$ cat config.mk
export PLATFORM = sky130hd
export DESIGN_NAME = rtcc_spi_slave
export DESIGN_NICKNAME = d
export VERILOG_FILES = /design/src/rtl/rtcc_spi_pkg.sv /design/src/rtl/rtcc_spi_sync.sv /design/src/rtl/rtcc_spi_rx.sv /design/src/rtl/rtcc_spi_tx.sv /design/src/rtl/rtcc_spi_slave.sv
export SDC_FILE = /design/constraint.sdc
export NUM_CORES = 1
export LEC_CHECK = 0
export ABC_AREA = 1
export BUFFER_PORTS_ARGS = -buffer_cell sky130_fd_sc_hd__buf_4
export CORE_MARGIN = 5
export CORE_UTILIZATION = 50
export DETAILED_ROUTE_END_ITERATION = 7
export GPL_TIMING_DRIVEN = 0
export PLACE_DENSITY_LB_ADDON = 0.12
export SLEW_MARGIN = 20
export SYNTH_ARGS = -nofsm -noshare
export SYNTH_HDL_FRONTEND = slang
export SYNTH_HIERARCHICAL = 1
export SYNTH_SLANG_ARGS = --single-unit
$ cat constraint.sdc
create_clock -name clk -period 3.75 [get_ports clk]
set_input_delay 0.9375 -clock clk [delete_from_list [all_inputs] [get_ports clk]]
set_output_delay 0.9375 -clock clk [all_outputs]
set_load 0.01 [all_outputs]
$ cat src/rtl/rtcc_spi_pkg.sv
package rtcc_spi_pkg;

    typedef enum logic [2:0] {
        ST_OPCODE,
        ST_RD_ADDR,
        ST_WR_ADDR,
        ST_RD_DATA,
        ST_WR_DATA,
        ST_IGNORE
    } spi_state_e;

    // Clock-register instructions handled here
    localparam logic [7:0] OP_CLK_READ  = 8'h13;
    localparam logic [7:0] OP_CLK_WRITE = 8'h12;
    // Instructions recognised but without effect in this block
    localparam logic [7:0] OP_NV_READ   = 8'h03;
    localparam logic [7:0] OP_NV_WRITE  = 8'h02;
    localparam logic [7:0] OP_NV_LOCK   = 8'h04;
    localparam logic [7:0] OP_NV_OPEN   = 8'h06;
    localparam logic [7:0] OP_STS_READ  = 8'h05;
    localparam logic [7:0] OP_STS_WRITE = 8'h01;
    localparam logic [7:0] OP_KEY_SEQ   = 8'h14;
    localparam logic [7:0] OP_TAG_WRITE = 8'h32;
    localparam logic [7:0] OP_TAG_READ  = 8'h33;
    localparam logic [7:0] OP_DOG_KICK  = 8'h44;
    localparam logic [7:0] OP_SRAM_WIPE = 8'h54;

    function automatic spi_state_e decode_opcode(input logic [7:0] op);
        spi_state_e nxt;
        unique case (op)
            OP_CLK_READ:  nxt = ST_RD_ADDR;
            OP_CLK_WRITE: nxt = ST_WR_ADDR;
            OP_NV_READ, OP_NV_WRITE, OP_NV_LOCK, OP_NV_OPEN,
            OP_STS_READ, OP_STS_WRITE, OP_KEY_SEQ, OP_TAG_WRITE,
            OP_TAG_READ, OP_DOG_KICK, OP_SRAM_WIPE:
                          nxt = ST_IGNORE;
            default:      nxt = ST_IGNORE;
        endcase
        return nxt;
    endfunction

endpackage

$ cat src/rtl/rtcc_spi_sync.sv
module rtcc_spi_sync #(
    parameter int STAGES = 2
) (
    input  logic clk,
    input  logic rst_n,
    input  logic sck,
    input  logic cs_n,
    input  logic mosi,
    output logic sel,
    output logic sck_rise,
    output logic sck_fall,
    output logic mosi_s
);
    localparam int LAST = STAGES - 1;

    logic [LAST:0] sck_ff;
    logic [LAST:0] csn_ff;
    logic [LAST:0] mosi_ff;
    logic          sck_prev;

    always_ff @(posedge clk or negedge rst_n) begin
        if (!rst_n) begin
            sck_ff   <= '0;
            csn_ff   <= '1;
            mosi_ff  <= '0;
            sck_prev <= 1'b0;
        end else begin
            sck_ff[0]  <= sck;
            csn_ff[0]  <= cs_n;
            mosi_ff[0] <= mosi;
            for (int i = 1; i < STAGES; i++) begin
                sck_ff[i]  <= sck_ff[i-1];
                csn_ff[i]  <= csn_ff[i-1];
                mosi_ff[i] <= mosi_ff[i-1];
            end
            sck_prev <= sck_ff[LAST];
        end
    end

    assign sel      = !csn_ff[LAST];
    assign mosi_s   = mosi_ff[LAST];
    assign sck_rise = sel && sck_ff[LAST] && !sck_prev;
    assign sck_fall = sel && !sck_ff[LAST] && sck_prev;

endmodule

$ cat src/rtl/rtcc_spi_rx.sv
module rtcc_spi_rx #(
    parameter int DATA_W = 8
) (
    input  logic              clk,
    input  logic              rst_n,
    input  logic              sel,
    input  logic              rise,
    input  logic              mosi_s,
    output logic              byte_vld,
    output logic [DATA_W-1:0] byte_q
);
    localparam int CW = $clog2(DATA_W);

    logic [DATA_W-1:0] shreg;
    logic [CW-1:0]     cnt;

    always_ff @(posedge clk or negedge rst_n) begin
        if (!rst_n) begin
            shreg    <= '0;
            cnt      <= '0;
            byte_vld <= 1'b0;
            byte_q   <= '0;
        end else if (!sel) begin
            cnt      <= '0;
            byte_vld <= 1'b0;
        end else begin
            byte_vld <= 1'b0;
            if (rise) begin
                shreg <= {shreg[DATA_W-2:0], mosi_s};
                if (cnt == CW'(DATA_W - 1)) begin
                    cnt      <= '0;
                    byte_q   <= {shreg[DATA_W-2:0], mosi_s};
                    byte_vld <= 1'b1;
                end else begin
                    cnt <= cnt + 1'b1;
                end
            end
        end
    end

    AST_RX_ABORT: assert property (@(posedge clk) disable iff (!rst_n)
        !sel |=> (cnt == '0) && !byte_vld);

endmodule

$ cat src/rtl/rtcc_spi_tx.sv
module rtcc_spi_tx #(
    parameter int DATA_W = 8
) (
    input  logic              clk,
    input  logic              rst_n,
    input  logic              active,
    input  logic              fall,
    input  logic [DATA_W-1:0] load_data,
    output logic              fetch,
    output logic              miso
);
    localparam int CW = $clog2(DATA_W);

    logic [DATA_W-1:0] shreg;
    logic [CW-1:0]     cnt;

    assign fetch = active && fall && (cnt == '0);
    assign miso  = shreg[DATA_W-1];

    always_ff @(posedge clk or negedge rst_n) begin
        if (!rst_n) begin
            shreg <= '0;
            cnt   <= '0;
        end else if (!active) begin
            shreg <= '0;
            cnt   <= '0;
        end else if (fall) begin
            if (cnt == '0) shreg <= load_data;
            else           shreg <= {shreg[DATA_W-2:0], 1'b0};
            cnt <= (cnt == CW'(DATA_W - 1)) ? '0 : cnt + 1'b1;
        end
    end

    AST_TX_QUIET: assert property (@(posedge clk) disable iff (!rst_n)
        !active |=> !miso);

endmodule

$ cat src/rtl/rtcc_spi_slave.sv
module rtcc_spi_slave
    import rtcc_spi_pkg::*;
#(
    parameter int DATA_W      = 8,
    parameter int SYNC_STAGES = 2
) (
    input  logic              clk,
    input  logic              rst_n,
    input  logic              sck,
    input  logic              cs_n,
    input  logic              mosi,
    output logic              miso,
    output logic              miso_oe,
    output logic [DATA_W-1:0] reg_rd_addr,
    input  logic [DATA_W-1:0] reg_rd_data,
    output logic              reg_wr_en,
    output logic [DATA_W-1:0] reg_wr_addr,
    output logic [DATA_W-1:0] reg_wr_data
);
    localparam int ADDR_W = DATA_W;

    logic              sel, sck_rise, sck_fall, mosi_s;
    logic              byte_vld, fetch, tx_active;
    logic [DATA_W-1:0] byte_q;
    logic [ADDR_W-1:0] addr_q;
    spi_state_e        state_q, state_d;

    rtcc_spi_sync #(.STAGES(SYNC_STAGES)) u_sync (
        .clk(clk), .rst_n(rst_n), .sck(sck), .cs_n(cs_n), .mosi(mosi),
        .sel(sel), .sck_rise(sck_rise), .sck_fall(sck_fall), .mosi_s(mosi_s)
    );

    rtcc_spi_rx #(.DATA_W(DATA_W)) u_rx (
        .clk(clk), .rst_n(rst_n), .sel(sel), .rise(sck_rise),
        .mosi_s(mosi_s), .byte_vld(byte_vld), .byte_q(byte_q)
    );

    assign tx_active = sel && (state_q == ST_RD_DATA);

    rtcc_spi_tx #(.DATA_W(DATA_W)) u_tx (
        .clk(clk), .rst_n(rst_n), .active(tx_active), .fall(sck_fall),
        .load_data(reg_rd_data), .fetch(fetch), .miso(miso)
    );

    // State register
    always_ff @(posedge clk or negedge rst_n) begin
        if (!rst_n) state_q <= ST_OPCODE;
        else        state_q <= state_d;
    end

    // Next state
    always_comb begin
        state_d = state_q;
        if (!sel) begin
            state_d = ST_OPCODE;
        end else if (byte_vld) begin
            unique case (state_q)
                ST_OPCODE:  state_d = decode_opcode(byte_q[7:0]);
                ST_RD_ADDR: state_d = ST_RD_DATA;
                ST_WR_ADDR: state_d = ST_WR_DATA;
                ST_RD_DATA, ST_WR_DATA, ST_IGNORE: state_d = state_q;
                default:    state_d = ST_OPCODE;
            endcase
        end
    end

    // Address pointer and write strobe
    always_ff @(posedge clk or negedge rst_n) begin
        if (!rst_n) begin
            addr_q      <= '0;
            reg_wr_en   <= 1'b0;
            reg_wr_addr <= '0;
            reg_wr_data <= '0;
        end else begin
            reg_wr_en <= 1'b0;
            if (byte_vld && (state_q == ST_RD_ADDR || state_q == ST_WR_ADDR)) begin
                addr_q <= byte_q[ADDR_W-1:0];
            end else if (byte_vld && state_q == ST_WR_DATA) begin
                reg_wr_en   <= 1'b1;
                reg_wr_addr <= addr_q;
                reg_wr_data <= byte_q;
                addr_q      <= addr_q + 1'b1;
            end else if (fetch) begin
                addr_q <= addr_q + 1'b1;
            end
        end
    end

    assign reg_rd_addr = addr_q;
    assign miso_oe     = tx_active;

    AST_WR_FROM_WRITE: assert property (@(posedge clk) disable iff (!rst_n)
        reg_wr_en |-> $past(state_q == ST_WR_DATA));
    AST_ADDR_STEP: assert property (@(posedge clk) disable iff (!rst_n)
        (byte_vld && state_q == ST_WR_DATA) |=> (addr_q == $past(addr_q) + 1'b1));
    AST_IGNORE_NO_WR: assert property (@(posedge clk) disable iff (!rst_n)
        (state_q == ST_IGNORE) |=> !reg_wr_en);
    AST_ABORT_IDLE: assert property (@(posedge clk) disable iff (!rst_n)
        !sel |=> (state_q == ST_OPCODE));
    AST_ADDR_QUIET: assert property (@(posedge clk) disable iff (!rst_n)
        (state_q == ST_RD_ADDR || state_q == ST_OPCODE) |-> !miso && !miso_oe);

endmodule

==> run summary <==
The max-slew violation count is 0. The number of port buffers is 39. sky130_fd_sc_hd__dfrtp_1 takes more of the synthesized area than any other cell. The first-pass GRT wire length is 10,500 um. The clock tree from TritonCTS is yes. The final global-route overflow total is 0.

The setup-violating endpoint count in the final report came out at 0. The starting DRC count in detailed routing is 112. The type of the worst setup path is reg -> out. The post-cts repair resize count is 0. By instance count, the leading cell after synthesis is sky130_fd_sc_hd__nand2_1. The clock net in this run drives a total of 65 sinks. Clock tree synthesis inserted a total of 9 buffers.

For the finished layout, the period the worst path requires is 2.37 ns. The number of top-level pins came out at 40. In the post-synthesis netlist, the biggest area contributors are sky130_fd_sc_hd__dfrtp_1, sky130_fd_sc_hd__nand2_1, sky130_fd_sc_hd__nand3_1.

The worst register-to-register path ends at reg_rd_addr[5]$_DFFE_PN0P_. Setup slack on the critical path of the routed design comes to 1.38 ns. The pin count of the biggest net entering global routing came out at 66. The y dimension of the die is 89.3 um. The initial cell density of the core is 0.522. The post-placement setup slack came out at 1.75 ns. The slew of the pin with the lowest slew margin is 0.798 ns. At the end of routability-driven placement, the weighted congestion stood at 0.854. The hold-fix buffer count after cts is 0. The most used flip-flop cell after synthesis is sky130_fd_sc_hd__dfrtp_1. In the finished design, the share of the clock period the worst path needs comes to 0.632.

From synthesis to final layout, the design area changed by 18.3%. The number of buffers inserted to repair setup after CTS came out at 0. Counting both buffers and inverters, the worst setup path holds a total of 2.

The critical path capture point type is an output port. The clock latency of the later-clocked register in the worst-skew pair is 0.34 ns. The synthesized instance count came out at 379. The initial antenna violation count is 0. The first detailed-routing pass took 4 iterations. The data required time of the critical path is 2.81 ns.

The peak supply drop came out at 0.253 mV. Setup repair after global routing left no endpoint under its margin. The critical path goes through inv_1, nand3_1, nor2_1, buf_4. 0 antenna diodes ended up in the layout. The path with the worst hold slack has its endpoint at u_sync/sck_ff[1]$_DFF_PN0_. The run finished with clean final reports. The maximum number of buffers from clock root to sink came out at 2.

The maximum fanout encountered on the critical timing path came out at 6. The total detailed-routing wirelength came out at 6110 um. The final worst clock skew came out at 0.00892 ns. The cell at the slowest stage of the critical path is sky130_fd_sc_hd__dfrtp_1. The element type at the critical path start is a flip-flop. The register area came out at 1630 um^2. The row count is 28. The sum of net half-perimeters after detailed placement came out at 4360 um. The number of nets in the synthesized netlist came out at 398.

The share of the yosys chip area belonging to registers is 0.518. The sum of internal, switching and leakage power came out at 1360 uW. Measured in cells, the most critical reg-to-reg path has a length of 10.

The Yosys step of the flow raised 6 warnings. The region available for standard cell placement spans 6030 um^2. The fraction of final layout cells sized beyond drive strength 1 came out at 0.221. The number of fill cells came out at 565. The startpoint identified for the worst hold timing path is u_sync/sck_ff[0]$_DFF_PN0_.

In this run the number of H-tree levels came out at 3. The multi-input combinational cells in the finished layout cover a total of 1260 um^2. The unique cell type count in the Yosys netlist came out at 26.

Power spread over the standard cell area amounts to 367 nW/um^2. In this run the register-to-register setup slack is 1.99 ns. The async set-or-reset flop fraction in the synthesized netlist is 1.00.

The total track usage came out at 0.174. The number of global-route vias before repair is 2,352. The remaining design rule violation count came out at 0.

Clock tree synthesis selected as its root buffer the cell sky130_fd_sc_hd__clkbuf_8. The clock-pin slew reported for the worst setup and hold paths after clock tree synthesis came out at 0.07 ns. After the last flow step, the layout net total stands at 448. The total negative slack for setup checks is 0 ns.

Dividing the detail-routed wire length by the instance count gives 12.0 um. The remaining antenna violation count is 0. The worst slew slack as a fraction of its limit came out at 0.468. The count of flip-flops with a built-in enable after synthesis came out at 0. The cell depth of the worst min-delay path is 0. The number of violations of the max-capacitance limit is 0. The die is 89.3 um wide. The die footprint came out at 7970 um^2.

Data on the critical path arrives at its endpoint at 1.43 ns. The type of the tightest min-delay check is reg -> reg. The via count is 2,485. In the synthesized netlist, the cells that appear most often are sky130_fd_sc_hd__nand2_1, sky130_fd_sc_hd__dfrtp_1, sky130_fd_sc_hd__nand3_1.

In this run the critical register-to-register path is launched from state_q[2]$_DFFE_PN0P_. The kind of cell with the highest combined delay along the critical path is flip-flops. The post-synthesis instance area is 3140 um^2. The maximum single-stage delay on the critical path came out at 0.44 ns. The via count normalized by instance count is 4.88.

The total of flip-flops plus latches after synthesis is 65. The mean cell area of the mapped netlist came out at 8.30 um^2. The leakage power is 0.00201 uW. The highest attainable clock frequency is 422 MHz. The proportion of netlist area held by the largest area contributor came out at 0.501. The final hold violation count is 0.
-- cell usage in the layout, fill, tap and decap left out, types with 2 or more instances in the layout --
master and n:
sky130_fd_sc_hd__ha_1 6, sky130_fd_sc_hd__o21ai_0 2, sky130_fd_sc_hd__nand2_1 149, sky130_fd_sc_hd__nor3_1 5, sky130_fd_sc_hd__o21ai_1 4, sky130_fd_sc_hd__buf_2 2, sky130_fd_sc_hd__buf_6 5, sky130_fd_sc_hd__nor2_1 13
sky130_fd_sc_hd__nand3_1 43, sky130_fd_sc_hd__inv_2 7, sky130_fd_sc_hd__buf_4 40, sky130_fd_sc_hd__inv_1 40, sky130_fd_sc_hd__nand4_1 9, sky130_fd_sc_hd__clkbuf_1 3, sky130_fd_sc_hd__clkbuf_8 10, sky130_fd_sc_hd__dfrtp_1 63
sky130_fd_sc_hd__nand3_2 2, sky130_fd_sc_hd__dfstp_2 2, sky130_fd_sc_hd__nand2_2 4, sky130_fd_sc_hd__o21ai_2 12, sky130_fd_sc_hd__nor2_4 3, sky130_fd_sc_hd__clkinv_2 2
-- registers in the layout, indices dropped and copies added, names as in the netlist, 3 cells and up --
| register | count |
|---|---|
| reg_rd_addr | 8 |
| reg_wr_addr | 8 |
| reg_wr_data | 8 |
| u_rx/byte_q | 8 |
| u_tx/shreg | 8 |
| u_rx/shreg | 7 |
| state_q | 3 |
| u_rx/cnt | 3 |
| u_tx/cnt | 3 |
-- per-stage QoR --
step                      hold WS [ns]   util  cells  area, um^2
after floorplan                  0.331      -    379        3140
after global placement           0.332  0.586    493        3530
after detailed placement         0.336  0.586    493        3530
after CTS                        0.342  0.617    509        3720
after global routing             0.359  0.617    509        3720
final                            0.340  0.617    509        3720
-- routing by layer --
| metal | track usage | share of wire | vias to the layer above |
|---|---|---|---|
| li1 | - | - | 1294 |
| met1 | 0.222 | 0.47 | 1137 |
| met2 | 0.273 | 0.46 | 43 |
| met3 | 0.0369 | 0.046 | 11 |
| met4 | 0.100 | 0.019 | 0 |
| met5 | 0 | 0 | - |
-- final cells by class --
class,instances,share of cell area
Buffer,8,0.0198
Clock buffer,13,0.0400
Clock inverter,3,0.0108
Inverter,48,0.0491
Multi-Input combinational cell,258,0.338
Sequential cell,65,0.438
Tap cell,75,0.0252
Timing Repair Buffer,39,0.0787
-- kinds of logic after synthesis --
group	count (synthesis)	synth area share
AOI/OAI and AO/OA	19	0.0458
and+or+nand+nor	232	0.328
adders and majority gates	6	0.0239
buffers and inverters	56	0.0816
xor gates and xnor gates	1	0.00279
DFF	65	0.518
-- power breakdown --
| group | internal [uW] | total (uW) | switching [uW] |
|---|---|---|---|
| registers | 719 | 731 | 12.4 |
| logic | 18.2 | 48.1 | 29.9 |
| clock network | 324 | 584 | 260 |
-- how the worst max path moves through the flow --
stage          cells after the start       to  slack, ns                   start
3_3_place_gp                       4  miso_oe       1.75  state_q[2]$_DFFE_PN0P_
3_5_place_dp                       4  miso_oe       1.75  state_q[2]$_DFFE_PN0P_
2_1_floorplan                      3  miso_oe       1.97  state_q[2]$_DFFE_PN0P_
5_1_grt                            4  miso_oe       1.23  state_q[2]$_DFFE_PN0P_
6_report                           4  miso_oe       1.38  state_q[2]$_DFFE_PN0P_
4_1_cts                            4  miso_oe       1.36  state_q[2]$_DFFE_PN0P_
Power figures use the tool's default switching activity.
